## src/rtl/trigq_pkg.sv

```systemverilog
package trigq_pkg;
   // Default Galois feedback mask for a 32-bit maximal-length sequence
   // (x^32 + x^22 + x^2 + x + 1, right-shifting form).
   localparam logic [31:0] POLY32_DEFAULT = 32'h8020_0003;
   localparam logic [31:0] SEED32_DEFAULT = 32'h1ACE_B00C;

   // Per-cycle source hits, used to form the candidate.
   typedef struct packed {
      logic ext;
      logic rnd;
      logic fix;
   } src_hit_t;

   function automatic logic any_hit(input src_hit_t h);
      return h.ext | h.rnd | h.fix;
   endfunction
endpackage

```

## src/rtl/trigq_sync.sv

```systemverilog
module trigq_sync #(
   parameter int W      = 1,
   parameter int STAGES = 2
) (
   input  logic         clk,
   input  logic         rst_n,
   input  logic [W-1:0] d,
   output logic [W-1:0] q
);
   generate
      if (STAGES < 2) begin : g_bad_stages
         $error("trigq_sync: STAGES must be at least 2");
      end
      if (W < 1) begin : g_bad_width
         $error("trigq_sync: W must be at least 1");
      end
   endgenerate

   logic [W-1:0] stg [STAGES];

   genvar i;
   generate
      for (i = 0; i < STAGES; i++) begin : g_stage
         if (i == 0) begin : g_first
            always_ff @(posedge clk) begin
               if (!rst_n) stg[0] <= '0;
               else        stg[0] <= d;
            end
         end else begin : g_next
            always_ff @(posedge clk) begin
               if (!rst_n) stg[i] <= '0;
               else        stg[i] <= stg[i-1];
            end
         end
      end
   endgenerate

   assign q = stg[STAGES-1];
endmodule

```

## src/rtl/trigq_fixed.sv

```systemverilog
module trigq_fixed #(
   parameter int CNT_W = 32
) (
   input  logic             clk,
   input  logic             rst_n,
   input  logic             clr,
   input  logic             en,
   input  logic [CNT_W-1:0] period,
   output logic             pulse
);
   generate
      if (CNT_W < 2) begin : g_bad_width
         $error("trigq_fixed: CNT_W must be at least 2");
      end
   endgenerate

   logic [CNT_W-1:0] cnt;
   logic [CNT_W-1:0] lim;

   // Period 0 is treated as period 1.
   assign lim   = (period == '0) ? '0 : period - CNT_W'(1);
   assign pulse = en && (cnt >= lim);

   always_ff @(posedge clk) begin
      if (!rst_n)            cnt <= '0;
      else if (clr || !en)   cnt <= '0;
      else if (cnt >= lim)   cnt <= '0;
      else                   cnt <= cnt + CNT_W'(1);
   end
endmodule

```

## src/rtl/trigq_random.sv

```systemverilog
module trigq_random #(
   parameter int             RND_W = 32,
   parameter logic [RND_W-1:0] POLY  = 32'h8020_0003,
   parameter logic [RND_W-1:0] SEED  = 32'h1ACE_B00C
) (
   input  logic             clk,
   input  logic             rst_n,
   input  logic             clr,
   input  logic             en,
   input  logic [RND_W-1:0] prob,
   output logic             pulse
);
   generate
      if (RND_W < 8) begin : g_bad_width
         $error("trigq_random: RND_W must be at least 8");
      end
      if (SEED == '0) begin : g_bad_seed
         $error("trigq_random: SEED must be nonzero");
      end
   endgenerate

   logic [RND_W-1:0] lfsr;
   logic [RND_W-1:0] lfsr_nx;

   assign lfsr_nx = lfsr[0] ? ((lfsr >> 1) ^ POLY) : (lfsr >> 1);
   assign pulse   = en && (lfsr < prob);

   always_ff @(posedge clk) begin
      if (!rst_n || clr) lfsr <= SEED;
      else               lfsr <= lfsr_nx;
   end
endmodule

```

## src/rtl/trig_qualifier.sv

```systemverilog
module trig_qualifier
   import trigq_pkg::*;
#(
   parameter int N_BUSY   = 14,
   parameter int N_OUT    = 8,
   parameter int CNT_W    = 32,
   parameter int RND_W    = 32,
   parameter int SYNC_LEN = 2,
   parameter bit EXT_EDGE = 1'b1
) (
   input  logic              clk,
   input  logic              rst_n,
   input  logic              ext_trig_in,
   input  logic [N_BUSY-1:0] busy_in,
   input  logic              src_ext_en,
   input  logic              src_rnd_en,
   input  logic              src_fix_en,
   input  logic              run_en,
   input  logic              clear_req,
   input  logic [CNT_W-1:0]  fix_period,
   input  logic [RND_W-1:0]  rnd_prob,
   input  logic [N_BUSY-1:0] busy_mask,
   input  logic [N_OUT-1:0]  out_mask,
   output logic              cand_o,
   output logic              accept_o,
   output logic [N_OUT-1:0]  trig_out,
   output logic [N_BUSY-1:0] busy_state,
   output logic              busy_any
);
   generate
      if (N_BUSY < 1 || N_BUSY > 64) begin : g_bad_busy
         $error("trig_qualifier: N_BUSY out of range");
      end
      if (N_OUT < 1) begin : g_bad_out
         $error("trig_qualifier: N_OUT must be at least 1");
      end
   endgenerate

   // ---------------- input synchronization ----------------
   logic ext_sync;
   logic ext_evt;
   src_hit_t hit;
   logic fix_pulse;
   logic rnd_pulse;
   logic cand_q;
   logic acc_q;

   trigq_sync #(.W(1), .STAGES(SYNC_LEN)) u_ext_sync (
      .clk   (clk),
      .rst_n (rst_n),
      .d     (ext_trig_in),
      .q     (ext_sync)
   );

   trigq_sync #(.W(N_BUSY), .STAGES(SYNC_LEN)) u_busy_sync (
      .clk   (clk),
      .rst_n (rst_n),
      .d     (busy_in),
      .q     (busy_state)
   );

   // ---------------- external event: edge or level ----------------
   generate
      if (EXT_EDGE) begin : g_ext_edge
         logic ext_prev;
         always_ff @(posedge clk) begin
            if (!rst_n) ext_prev <= 1'b0;
            else        ext_prev <= ext_sync;
         end
         assign ext_evt = ext_sync & ~ext_prev;
      end else begin : g_ext_level
         assign ext_evt = ext_sync;
      end
   endgenerate

   // ---------------- pulsers ----------------
   trigq_fixed #(.CNT_W(CNT_W)) u_fixed (
      .clk    (clk),
      .rst_n  (rst_n),
      .clr    (clear_req),
      .en     (src_fix_en),
      .period (fix_period),
      .pulse  (fix_pulse)
   );

   trigq_random #(
      .RND_W (RND_W),
      .POLY  (RND_W'(POLY32_DEFAULT)),
      .SEED  (RND_W'(SEED32_DEFAULT))
   ) u_random (
      .clk   (clk),
      .rst_n (rst_n),
      .clr   (clear_req),
      .en    (src_rnd_en),
      .prob  (rnd_prob),
      .pulse (rnd_pulse)
   );

   // ---------------- qualification ----------------
   assign hit.ext  = src_ext_en & ext_evt;
   assign hit.rnd  = rnd_pulse;
   assign hit.fix  = fix_pulse;
   assign busy_any = |(busy_state & ~busy_mask);

   always_ff @(posedge clk) begin
      if (!rst_n) begin
         cand_q <= 1'b0;
         acc_q  <= 1'b0;
      end else begin
         cand_q <= any_hit(hit);
         acc_q  <= any_hit(hit) & ~busy_any & run_en;
      end
   end

   assign cand_o   = cand_q;
   assign accept_o = acc_q;
   assign trig_out = acc_q ? out_mask : '0;
endmodule

```

## config.mk

```make
export PLATFORM = sky130hd
export DESIGN_NAME = trig_qualifier
export DESIGN_NICKNAME = d
export VERILOG_FILES = /design/src/rtl/trigq_pkg.sv /design/src/rtl/trigq_sync.sv /design/src/rtl/trigq_fixed.sv /design/src/rtl/trigq_random.sv /design/src/rtl/trig_qualifier.sv
export SDC_FILE = /design/constraint.sdc
export NUM_CORES = 1
export LEC_CHECK = 0
export BUFFER_PORTS_ARGS = -buffer_cell sky130_fd_sc_hd__buf_2
export CAP_MARGIN = 25
export CORE_MARGIN = 5
export CORE_UTILIZATION = 31
export DETAILED_ROUTE_END_ITERATION = 10
export PLACE_DENSITY = 0.57
export SKIP_CTS_REPAIR_TIMING = 1
export SLEW_MARGIN = 10
export SYNTH_ARGS = -nofsm -noshare
export SYNTH_HDL_FRONTEND = slang
export SYNTH_HIERARCHICAL = 1
export SYNTH_SLANG_ARGS = --single-unit
```

## constraint.sdc

```tcl
create_clock -name clk -period 4.5 [get_ports clk]
set_input_delay 0.45 -clock clk [delete_from_list [all_inputs] [get_ports clk]]
set_output_delay 0.45 -clock clk [all_outputs]
set_load 0.01 [all_outputs]
```

==> run summary, run 1 <==
Across all hold checks on the routed design, the worst slack comes to 314 ps. The final count of pins violating max slew is 0, and the minimum period implied by the final worst setup slack is 3720 ps. The tools report the final-report setup violation count as 0. The critical path goes through buf_2 > or4_4 > nand4bb_1 > buf_4 > nor3_4 > and3_1 > a21oi_1 > ha_1 > nand4_1 > or4b_1 > a31oi_2 > o21a_1 > o31a_1 > nand2_1 > nor4_1. The final layout contains 951 nets. Internal power comes to 1.45 mW. The tools report the capturing element type of the critical path as a flop.

Of the cells placed in the final design, the portion with a size suffix greater than 1 is 26.0%. Number of antenna violations at the first check in global routing: 0. The sequential cell fraction of total power was 47.3%. The critical path is of the primary input to flop type. In the global route stage, overall resource usage came out at 12.7%. The run gives 3.28 nW as the static leakage. The logs give 9 for the number of CTS-inserted buffers and 268 MHz for the highest clock frequency the design can meet.

The worst hold path begins at busy_in[4]. The tools report the floorplan core area as 18100 um^2. The critical path's largest stage delay was 600 ps. Among all flip-flop cells after synthesis, the most frequent one is sky130_fd_sc_hd__dfxtp_1. The run finished with clean final reports.

Across the run, the number of max-cap violations was 0. After synthesis the cells add up to 5760 um^2. The total overflow left after global routing is 0. The number of synthesized register bits is 97.

The critical-path maximum fanout is 10. The count of buffers added on input and output ports is 132. From synthesis to final layout, the design area changed by 21.6%. The finished cells cover 7010 um^2. Entering global routing, the biggest net connects 36 pins. After detailed routing, the average wire length per cell comes to 13.4 um. The floorplan step defined a die boundary enclosing 21400 um^2.

Largest area contributor in the synthesized netlist: sky130_fd_sc_hd__dfxtp_1. Clock skew on the completed layout was measured at 6.23 ps. For the pin with the worst max-slew slack, the measured transition is 584 ps. After detailed routing, the number of vias per cell comes to 4.65. Slowest library cell on the worst path: sky130_fd_sc_hd__or4b_1.

Counting every net in the synthesized netlist gives 816. Per report_power, the clock group accounts for 41.2% of the total. The number of vias after detailed routing was 4704; the final cycle utilization of the critical path was 82.8%.

The detail route stage leaves a number of antenna-violating nets equal to 0. Clock latency on the worst-skew pair, taken at its later pin, is 340 ps. The number of standard cells in the layout, taps in and fillers out is 1011, and the worst path required time is 4750 ps.

The effective utilization at floorplan is 31.8%. The clock slew seen by the registers of the worst setup and hold paths works out to 60 ps. The count of inserted antenna diode cells was 0; the global-route wire length before repair was 22600 um.

The worst register-to-register path begins at u_fixed/cnt[17]. Summed over all nets, the half-perimeter wirelength after detailed placement is 10800 um. The synthesis warning total is 6, and the DRC violation total after the first TritonRoute iteration is 196. The share of the Yosys chip area taken by registers is 33.7%. The run gives 60.8% as the relative max-transition margin. Row generation in the floorplan step produced 49 rows. In this run, placement finished with an instance count of 995.

The run gives 38.6% as the final core utilization. Net switching is 23.3% of the power. The number of clock sinks is 97, and the area share of the largest cell type after synthesis is 33.7%.

The register-to-register setup slack came out at 2160 ps. The element type at the critical path start is a primary input. The most critical setup path has its startpoint at fix_period[15].

The tree is rooted in a sky130_fd_sc_hd__clkbuf_16. In this run the deepest clock path goes through 2 buffers. Number of endpoints with negative hold slack in the final report: 0. The most common cell in the netlist is sky130_fd_sc_hd__dfxtp_1.

At the end of routability-driven placement, the weighted congestion stood at 0.834. After technology mapping, the gate count stands at 642. Total placed instance area: 6700 um^2. Before antenna repair, the detailed router went through 4 iterations.

The number of distinct standard cells referenced by the synthesized netlist was 59; the async set or reset register ratio after synthesis was 0%. Setup repair after global routing left no endpoint under its margin. A synthesized cell averages 8.98 um^2.

Counting flops with a built-in enable in the synthesized netlist gives 0. For the number of top-level pins, the log shows 133. Power spread over the standard cell area amounts to 269 nW/um^2. In the final timing run, aggregate negative setup slack is 0 ps.

Combinational logic is responsible for 11.5% of the overall power. For this design the total switching power over the nets is 0.440 mW. Overall die height: 146 um.

TritonCTS built the clock tree. The via count of the first global-routing pass was 4725; the critical path arrival was 3970 ps. The commonest cells after synthesis are sky130_fd_sc_hd__dfxtp_1 (97), sky130_fd_sc_hd__ha_1 (66), sky130_fd_sc_hd__nand2_1 (58). The worst hold path belongs to the class primary input to flop.

Wires add up to 13500 um. The die width came out at 146 um. Sorting the synthesized cells by area gives the leading types as sky130_fd_sc_hd__dfxtp_1 (34%), sky130_fd_sc_hd__ha_1 (14%), sky130_fd_sc_hd__xor2_1 (6.2%), sky130_fd_sc_hd__and2_1 (3.8%), sky130_fd_sc_hd__nand2_1 (3.8%). The run gives 3 as the total number of H-tree levels. The tools report the DRC violation count after routing as 0. IR analysis of the VDD net gives a maximum drop of 0.161 mV.
-- placed cells by master, fill, tap and decap left out, drive strengths merged, types with 2 or more instances in the layout --
cell     synthesis  routed
buf              4     139
dfxtp           97      97
ha              66      66
nand2           58      58
and2            57      57
inv             45      45
nor3            45      45
xor2            41      41
a21oi           28      28
nor2            26      26
nand3           21      21
nand4           19      19
nand2b          17      17
xnor2           16      16
nor4            15      15
clkbuf          11      11
o21ai           11      11
nor2b            9       9
and3             5       5
and4             5       5
clkinv           0       4
or4              4       4
or3              3       3
and3b            3       3
a21o             3       3
a211o            3       3
o221ai           3       3
a31oi            3       3
o311ai           3       3
a21boi           2       2
nand4bb          2       2
a32oi            2       2
or2              2       2
a211oi           2       2
-- cell type report --
cell class,count,area (um^2)
Fill cell,1851,11100
Multi-Input combinational cell,485,3590
Sequential cell,97,1940
Timing Repair Buffer,139,713
Tap cell,229,287
Clock buffer,11,253
Inverter,45,169
Clock inverter,5,53.8
-- critical path, delay by kind of cell --
| kind | cells | cell delay (ps) |
|---|---|---|
| simple gates | 8 | 2340 |
| compound gates | 4 | 590 |
| buf+inv | 2 | 310 |
| fa+ha+maj | 1 | 290 |
-- stage by stage --
step | total power, mW | worst slack (ps)
after floorplan | 1.03 | 838
after global placement | 1.13 | 509
after detailed placement | 1.13 | 425
after CTS | 1.93 | 760
after global routing | 1.99 | 390
final | 1.89 | 775
-- routing by layer --
| metal | GRT usage (%) | share of wire (%) | vias up |
|---|---|---|---|
| li1 | - | - | 2501 |
| met1 | 15.6 | 47 | 2128 |
| met2 | 22.3 | 48 | 69 |
| met3 | 3.44 | 3.8 | 6 |
| met4 | 2.54 | 0.74 | 0 |
| met5 | 0 | 0 | - |
-- path summary, 6_finish.rpt --
path                                              end  cells past startpoint
worst max-delay path                         accept_o                     15
worst min-delay path            u_busy_sync/stg[0][4]                      2
worst max register to register               accept_o                      9
worst min register to register      u_ext_sync/stg[1]                      1
-- sequential cells by signal, indices dropped and copies added, names as in the netlist --
register and cells:
u_random/lfsr 32, accept_o 1, u_busy_sync/stg 28, u_ext_sync/stg 2
cand_o 1, u_fixed/cnt 32, g_ext_edge.ext_prev 1
-- cells by family after synthesis --
| kind of cell | after synthesis | share of synthesized area [%] |
|---|---|---|
| adder cells (fa/ha/maj) | 66 | 14.3 |
| XOR/XNOR | 57 | 8.66 |
| flip-flops | 97 | 33.7 |
| buffers and inverters | 60 | 4.43 |
| AND/OR/NAND/NOR | 295 | 30.7 |
| AO/OA/AOI/OAI | 67 | 8.16 |
-- power groups by stage --
stage          registers (mW)  logic, mW  clock network (mW)
6_report                0.893      0.217               0.778
4_1_cts                 0.893      0.222               0.812
3_3_place_gp            0.912      0.218                   0
2_1_floorplan           0.913      0.118                   0
5_1_grt                 0.895      0.249               0.845
3_5_place_dp            0.913      0.220                   0
Power figures use the tool's default switching activity.
==> run 2, diff against run 1 <==
--- a/config.mk
+++ b/config.mk
@@ -5,12 +5,13 @@
 export SDC_FILE = /design/constraint.sdc
 export NUM_CORES = 1
 export LEC_CHECK = 0
+export ABC_AREA = 1
 export BUFFER_PORTS_ARGS = -buffer_cell sky130_fd_sc_hd__buf_2
 export CAP_MARGIN = 25
 export CORE_MARGIN = 5
 export CORE_UTILIZATION = 31
 export DETAILED_ROUTE_END_ITERATION = 10
-export PLACE_DENSITY = 0.57
+export PLACE_DENSITY = 0.56
 export SKIP_CTS_REPAIR_TIMING = 1
 export SLEW_MARGIN = 10
 export SYNTH_ARGS = -nofsm -noshare
==> constraint.sdc (replaced) <==
create_clock -name clk -period 3.9 [get_ports clk]
set_input_delay 0.39 -clock clk [delete_from_list [all_inputs] [get_ports clk]]
set_output_delay 0.39 -clock clk [all_outputs]
set_load 0.01 [all_outputs]
==> run summary, run 2 <==
The flow ran to the end, and the final reports show no timing, DRC or antenna violations. The logs give 6510 um^2 (+13%) for the post-synthesis instance area and 61.7% (+0.90 points) for the relative max-transition margin. TritonCTS built the clock tree. The logs give 21.8% (-0.47 points) for the met2 global-route usage and 24000 um^2 (+12%) for the floorplan die area. The post-synthesis instance total came out at 953 (+48%).

The half-perimeter wire length after detailed placement is 13600 um (+26%). The total placed cells including tap cells was 1350 (+36%). The slowest stage of the critical path is the sky130_fd_sc_hd__ha_1 cell. The actual slew at the worst max-slew pin is 575 ps (-9.07 ps). The kind of cell adding the most delay to the critical path is simple AND/OR/NAND/NOR gates.

The synthesized area per cell came out at 6.83 um^2 (-24%). Layer with the highest usage: met2. The run gives 4170 ps (-580 ps) as the worst path required time. The most common cell in the netlist was sky130_fd_sc_hd__nand2_1. The top flip-flop cell by instance count after synthesis was sky130_fd_sc_hd__dfxtp_1. The worst clock skew on the final layout was 5.15 ps (-1.08 ps); the via count of the first global-routing pass was 5582 (+18%).

The number of CTS-inserted buffers came out at 9 (unchanged). The number of standard cells in the layout, taps in and fillers out was 1367 (+35%). The final critical-path setup slack was 926 ps (+151 ps); the final cycle utilization of the critical path was 76.2%.

Number of distinct standard cells referenced by the synthesized netlist: 42 (-29%). For the sum of negative setup slack, the log shows 0 ps (unchanged). The number of buffers added on ports was 132 (unchanged); the final non-filler cell area was 7750 um^2 (+11%). The static leakage is 4.10 nW (+25%), and the detail-routed net length per standard cell is 12.0 um (-11%). Setup repair after global routing left no endpoint under its margin. The critical-path maximum fanout works out to 6 (-4). The element type at the critical path start was a primary input. For the finished layout, the period the worst path requires is 2970 ps.

The number of vias after detailed routing was 5814 (+24%). The cell that appears most often on the critical path is sky130_fd_sc_hd__nand2_1. Leaving out fill and tap cells, the most frequent cell in the layout is sky130_fd_sc_hd__nand2_1. Cell at the root of the clock tree: sky130_fd_sc_hd__clkbuf_16. The number of buffers and inverters on the critical path came out at 2 (unchanged). STA classifies the critical path endpoint as a flop. The final antenna-violating net count is 0 (unchanged). The number of antenna violations at the first check in global routing was 2 (+2). In this run the worst hold path is classified as primary input to flop. The run gives 189 (-3.6%) as the DRC violation total after the first TritonRoute iteration. The share of final-layout standard cells stronger than drive strength 1 was 19.0% (-7.0 points). Sequential cell area fraction in the yosys report: 29.8% (-3.9 points). The clock slew seen by the registers of the worst setup and hold paths works out to 70 ps (about the same). The area share of the largest cell type after synthesis is 29.8% (-3.9 points), and the global-route wire length before repair is 26700 um (+18%). The final count of pins violating max slew was 0 (unchanged); the critical path arrival was 3250 ps (-720 ps). The commonest cells after synthesis are sky130_fd_sc_hd__nand2_1 (222), sky130_fd_sc_hd__inv_1 (173), sky130_fd_sc_hd__nor2_1 (141). The register-to-register setup slack is 1960 ps (-200 ps), and the power density over the cells is 282 nW/um^2 (+4.7%). The number of synthesized register bits was 97 (unchanged).

For the total number of H-tree levels, the log shows 3 (unchanged). The met1 usage is 18.0% (+2.4 points), and the number of clock sinks is 97 (unchanged). The reported max-cap violation count was 0 (unchanged); the overall routed net length was 16400 um (+21%). The number of nets in the layout was 1260 (+32%).

The DRC violation count after routing was 0 (unchanged); the total nets after synthesis was 1127 (+38%). The peak ir drop on the vdd network came out at 0.208 mV (+29%). Yosys attributes the largest share of cell area to sky130_fd_sc_hd__dfxtp_1 (30%), sky130_fd_sc_hd__nand2_1 (13%), sky130_fd_sc_hd__ha_1 (13%), sky130_fd_sc_hd__inv_1 (10%), sky130_fd_sc_hd__nor2_1 (8.1%).

The tools report the floorplan core area as 20800 um^2 (+15%). The logs give 4 (unchanged) for the first-pass detailed-route iteration total and 220 ps (-94.8 ps) for the final worst hold slack. The number of endpoints with negative hold slack in the final report is 0 (unchanged).

The layout filler cell count was 2316 (+25%); the number of buffers between clock root and the deepest sink was 2 (unchanged). The clock latency on the worst-skew pair was 350 ps (about the same). Maximum number of pins on one net before global-route repair: 35 (-2.8%). The signal on the critical path passes through buf_2 > inv_1 > ha_1 > nand2_2 > nor2_4 > nand4_1 > nor2_1 > or2_2 > nand3_1 > ha_1 > nand2_1 > nor2_1 > nand4_1 > nor2_1 > nand2_1 > a21oi_1 > o21ai_0 > nand2_1 > nand2_1 > nor3_2. The run gives 0.879 (+5.5%) as the weighted congestion at the end of routability-driven global placement. The number of flops mapped to enable cells by yosys came out at 0 (unchanged). The overall die height works out to 155 um (+5.9%).

The final-report setup violation count was 0 (unchanged); the per-cell via count in the routed design was 4.25 (-8.6%). The tools report the synthesis warning total as 6 (unchanged). The die width works out to 155 um (+5.9%). Number of top-level pins: 133 (unchanged). The effective utilization at floorplan is 31.3% (-0.48 points). Critical path's largest stage delay: 300 ps (-300 ps).

The layout overhead on the synthesized area was 18.9%. The remaining global-route overflow came out at 0 (unchanged). The largest area contributor in the synthesized netlist was sky130_fd_sc_hd__dfxtp_1. The worst slack after detailed placement is 516 ps (+91.4 ps), and the async set or reset register ratio after synthesis is 0% (unchanged).

Highest clock frequency the design can meet: 336 MHz. Leaving out fill and tap cells, the most frequent cells in the layout are sky130_fd_sc_hd__nand2_1 (222), sky130_fd_sc_hd__inv_1 (173), sky130_fd_sc_hd__nor2_1 (141). The largest registers in the layout are u_fixed/cnt (32), u_random/lfsr (32), u_busy_sync/stg (28). By startpoint and endpoint, the worst setup path is classified as primary input to flop. For the number of core rows, the log shows 53 (+8.2%). The tools report the total placed instance area as 7450 um^2 (+11%).

The tools report the met3 layer usage reported by global route as 2.28% (-1.2 points). The global-route total usage across every layer came out at 13.7% (+0.99 points).
## run 2: changes by cell type after synthesis, sizes merged, moves of 20 or more
cell | before | now
and2 | 57 | 1
inv | 45 | 186
nand2 | 58 | 227
nor2 | 26 | 160
nor3 | 45 | 19
or2 | 2 | 25
xor2 | 41 | 21
## run 2: cell families after synthesis
kind of cell / share of synthesized area [%]
simple gates: 35.4
xor+xnor: 5.38
fa+ha+maj: 12.7
flops: 29.8
buf+inv: 12.0
compound gates: 4.71
## run 2: tightest hold or removal path, stage by stage
cell,delay [ps]
sky130_fd_sc_hd__buf_2,70
sky130_fd_sc_hd__nand2_1,40
sky130_fd_sc_hd__inv_1,40
## run 2: metal layers
layer  part of all wire [%]  routed length (um)  up-vias
li1                       -                   -     3186
met1                     47                7690     2462
met2                     45                7370      125
met3                    4.2                 685       37
met4                    3.6                 581        4
met5                   0.13                  22        -
## run 2: area by class of cell
type                    instances  area [um^2]  area share, %
well taps                     275          344           4.44
flip-flops and latches         97         1940           25.1
inverters                     188          707           9.12
clock inverters                 6         56.3          0.727
repair buffers                133          668           8.62
diodes                          1         2.50         0.0323
clock buffers                  10          239           3.08
multi-input cells             657         3790           48.9
## run 2: worst paths after layout
path / depth (start not counted) / start / endpoint
setup reg to reg: 14 / u_fixed/cnt[0] / accept_o
hold reg to reg: 2 / u_ext_sync/stg[0] / u_ext_sync/stg[1]
setup / recovery: 20 / fix_period[0] / accept_o
hold / removal: 3 / busy_in[7] / u_busy_sync/stg[0][7]
## run 2: power by group
group / switching, mW / internal [mW] / total, mW
combinational: 0.154 / 0.120 / 0.273
clock: 0.414 / 0.465 / 0.879
sequential: 0.0139 / 1.02 / 1.03
## run 2: per-stage QoR
| stage | power [mW] | util, % |
|---|---|---|
| 2_1_floorplan | 1.22 | - |
| 3_3_place_gp | 1.33 | 35.8 |
| 3_5_place_dp | 1.33 | 35.8 |
| 4_1_cts | 2.22 | 37.2 |
| 5_1_grt | 2.31 | 37.2 |
| 6_report | 2.18 | 37.2 |
==> run 3, diff against run 2 <==
==> constraint.sdc (replaced) <==
create_clock -name clk -period 2.96 [get_ports clk]
set_input_delay 0.296 -clock clk [delete_from_list [all_inputs] [get_ports clk]]
set_output_delay 0.296 -clock clk [all_outputs]
set_load 0.01 [all_outputs]
==> run summary, run 3 (synthesized netlist as in run 2, its figures left out) <==
met2 is the most crowded layer. The logs give 16800 um (+2.5%) for the overall routed net length and 14000 um (+2.5%) for the half-perimeter wire length after detailed placement. The total placed cells including tap cells is 1376 (+1.9%), and the critical path arrival is 2890 ps (-360 ps).

The clock slew seen by the registers of the worst setup and hold paths was 80 ps (about the same); the number of CTS-inserted buffers was 9 (unchanged). The final-report setup violation count is 0 (unchanged), and the clock latency on the worst-skew pair is 350 ps (about the same). Worst path required time: 3240 ps (-930 ps). In the layout the commonest cells are sky130_fd_sc_hd__nand2_1 (221), sky130_fd_sc_hd__inv_1 (173), sky130_fd_sc_hd__nor2_1 (136). The relative max-transition margin came out at 65.9% (+4.2 points). The met1 usage was 18.1% (+0.078 points). The DRC violation total after the first TritonRoute iteration was 227 (+20%); the worst clock skew on the final layout was 6.94 ps (+1.79 ps).

For the maximum number of pins on one net before global-route repair, the log shows 33 (-5.7%). The remaining global-route overflow is 0 (unchanged), and the per-cell via count in the routed design is 4.30 (+0.99%). For the layout filler cell count, the log shows 2296 (-0.86%). For the final non-filler cell area, the log shows 7980 um^2 (+3.1%). The critical-path maximum fanout is 4 (-2). The path type of the worst min-delay path is primary input to flop. Peak ir drop on the vdd network: 0.311 mV (+49%). The total number of H-tree levels was 3 (unchanged).

The tools report the met3 layer usage reported by global route as 2.39% (+0.11 points). Met2 global-route usage: 23.6% (+1.8 points). Global-route wire length before repair: 27500 um (+3.1%). The global-route total usage across every layer is 14.2% (+0.52 points), and the weighted congestion at the end of routability-driven global placement is 0.883 (+0.36%). The DRC violation count after routing was 0 (unchanged); the final antenna-violating net count was 0 (unchanged). The run gives 346 ps (-580 ps) as the final critical-path setup slack.

Minimum period implied by the final worst setup slack: 2610 ps. The share of final-layout standard cells stronger than drive strength 1 was 21.5% (+2.5 points); the actual slew at the worst max-slew pin was 511 ps (-64.4 ps). For the floorplan core area, the log shows 20800 um^2 (unchanged). For this run, the top clock speed supported by timing is 383 MHz.

For the number of top-level pins, the log shows 133 (unchanged). For the number of standard cells in the layout, taps in and fillers out, the log shows 1393 (+1.9%). For the reported max-cap violation count, the log shows 0 (unchanged). The run finished with clean final reports. The tools report the via count of the first global-routing pass as 5758 (+3.2%). The area growth from synthesis to layout is 22.6%. The first-pass detailed-route iteration total was 4 (unchanged); the number of buffers added on ports was 132 (unchanged). The largest registers in the layout are u_fixed/cnt (32), u_random/lfsr (32), u_busy_sync/stg (28). The power density over the cells is 363 nW/um^2 (+29%). TritonCTS built the clock tree. The worst slack after detailed placement is -74.2 ps (-591 ps), and the detail-routed net length per standard cell is 12.0 um (+0.61%). The final count of pins violating max slew was 0 (unchanged). The cell at the root of the clock tree is sky130_fd_sc_hd__clkbuf_16.

The tools report the final core utilization as 38.3% (+1.1 points). The die width was 155 um (unchanged); the static leakage was 4.24 nW (+3.4%). Of the available clock period, the critical path in the final layout requires 88.3%.

The number of nets in the layout is 1286 (+2.1%), and the sum of internal, switching and leakage power is 2.90 mW (+33%). The overall die height came out at 155 um (unchanged). Most common library cell in the layout ignoring fill and taps: sky130_fd_sc_hd__nand2_1.

STA classifies the critical path endpoint as a flop. The tools report the number of antenna violations at the first check in global routing as 3 (+1). The number of clock sinks is 97 (unchanged). The worst setup path is of the primary input to flop kind. The total placed instance area is 7660 um^2 (+2.8%), and the number of core rows is 53 (unchanged). The element type at the critical path start was a primary input.

The number of endpoints with negative hold slack in the final report came out at 0 (unchanged). The run gives 5983 (+2.9%) as the number of vias after detailed routing. The number of buffers between clock root and the deepest sink came out at 2 (unchanged).

The logs give 31.3% (unchanged) for the effective utilization at floorplan and 24000 um^2 (unchanged) for the floorplan die area.
run 3: cell count changes in the layout (fill, tap and decap cells not counted), sizes merged:
cell	delta
clkinv	+2
buf	+26
clkinvlp	-1
inv	-1
run 3: worst max-delay path, cell delays in order:
cell	delay, ps
sky130_fd_sc_hd__buf_2	100
sky130_fd_sc_hd__or2_4	250
sky130_fd_sc_hd__nor2_4	120
sky130_fd_sc_hd__nand2_2	90
sky130_fd_sc_hd__clkinv_2	90
sky130_fd_sc_hd__nand2_1	80
sky130_fd_sc_hd__xor2_1	150
sky130_fd_sc_hd__or2_1	220
sky130_fd_sc_hd__ha_1	300
sky130_fd_sc_hd__nand2_1	80
sky130_fd_sc_hd__nor2_2	140
sky130_fd_sc_hd__nand2_1	80
sky130_fd_sc_hd__o21ai_1	130
sky130_fd_sc_hd__nor2_1	50
sky130_fd_sc_hd__nand2_1	90
sky130_fd_sc_hd__nand2_1	90
sky130_fd_sc_hd__a21oi_1	120
sky130_fd_sc_hd__o21ai_0	80
sky130_fd_sc_hd__nand2_1	100
sky130_fd_sc_hd__nand2_1	60
sky130_fd_sc_hd__nor3_2	170
run 3: final cells by class:
class                   count  area, um^2  share of cell area, %
diodes                      1        2.50                 0.0313
inverters                 188         709                   8.89
well taps                 275         344                   4.31
clock buffers              10         239                   2.99
repair buffers            159         876                   11.0
clock inverters             6        57.6                  0.721
multi-input cells         657        3810                   47.8
flip-flops and latches     97        1940                   24.3
run 3: per-layer routing:
layer,part of all wire (%),vias to the layer above
li1,-,3249
met1,45,2578
met2,47,122
met3,5.3,30
met4,2.8,4
met5,0.13,-
run 3: per-stage QoR:
step,TNS (ps),hold slack (ps)
6_report,0,124
3_5_place_dp,-74.2,396
2_1_floorplan,0,386
3_3_place_gp,-12.5,392
4_1_cts,0,107
5_1_grt,-14.7,115
run 3: worst paths after layout:
| path | startpoint | to | slack (ps) | depth (start not counted) |
|---|---|---|---|---|
| worst max-delay path | fix_period[4] | accept_o | 350 | 21 |
| worst min-delay path | busy_in[12] | u_busy_sync/stg[0][12] | 120 | 3 |
| worst max register to register | u_fixed/cnt[0] | accept_o | 1020 | 14 |
| worst min register to register | u_busy_sync/stg[0][5] | u_busy_sync/stg[1][5] | 410 | 2 |
run 3: where the power goes:
part / internal, mW / switching [mW] / total, mW / leakage (nW)
registers: 1.34 / 0.0181 / 1.36 / 0.793
logic: 0.170 / 0.210 / 0.381 / 3.30
clock network: 0.612 / 0.544 / 1.16 / 0.147
total: 2.12 / 0.772 / 2.90 / 4.24
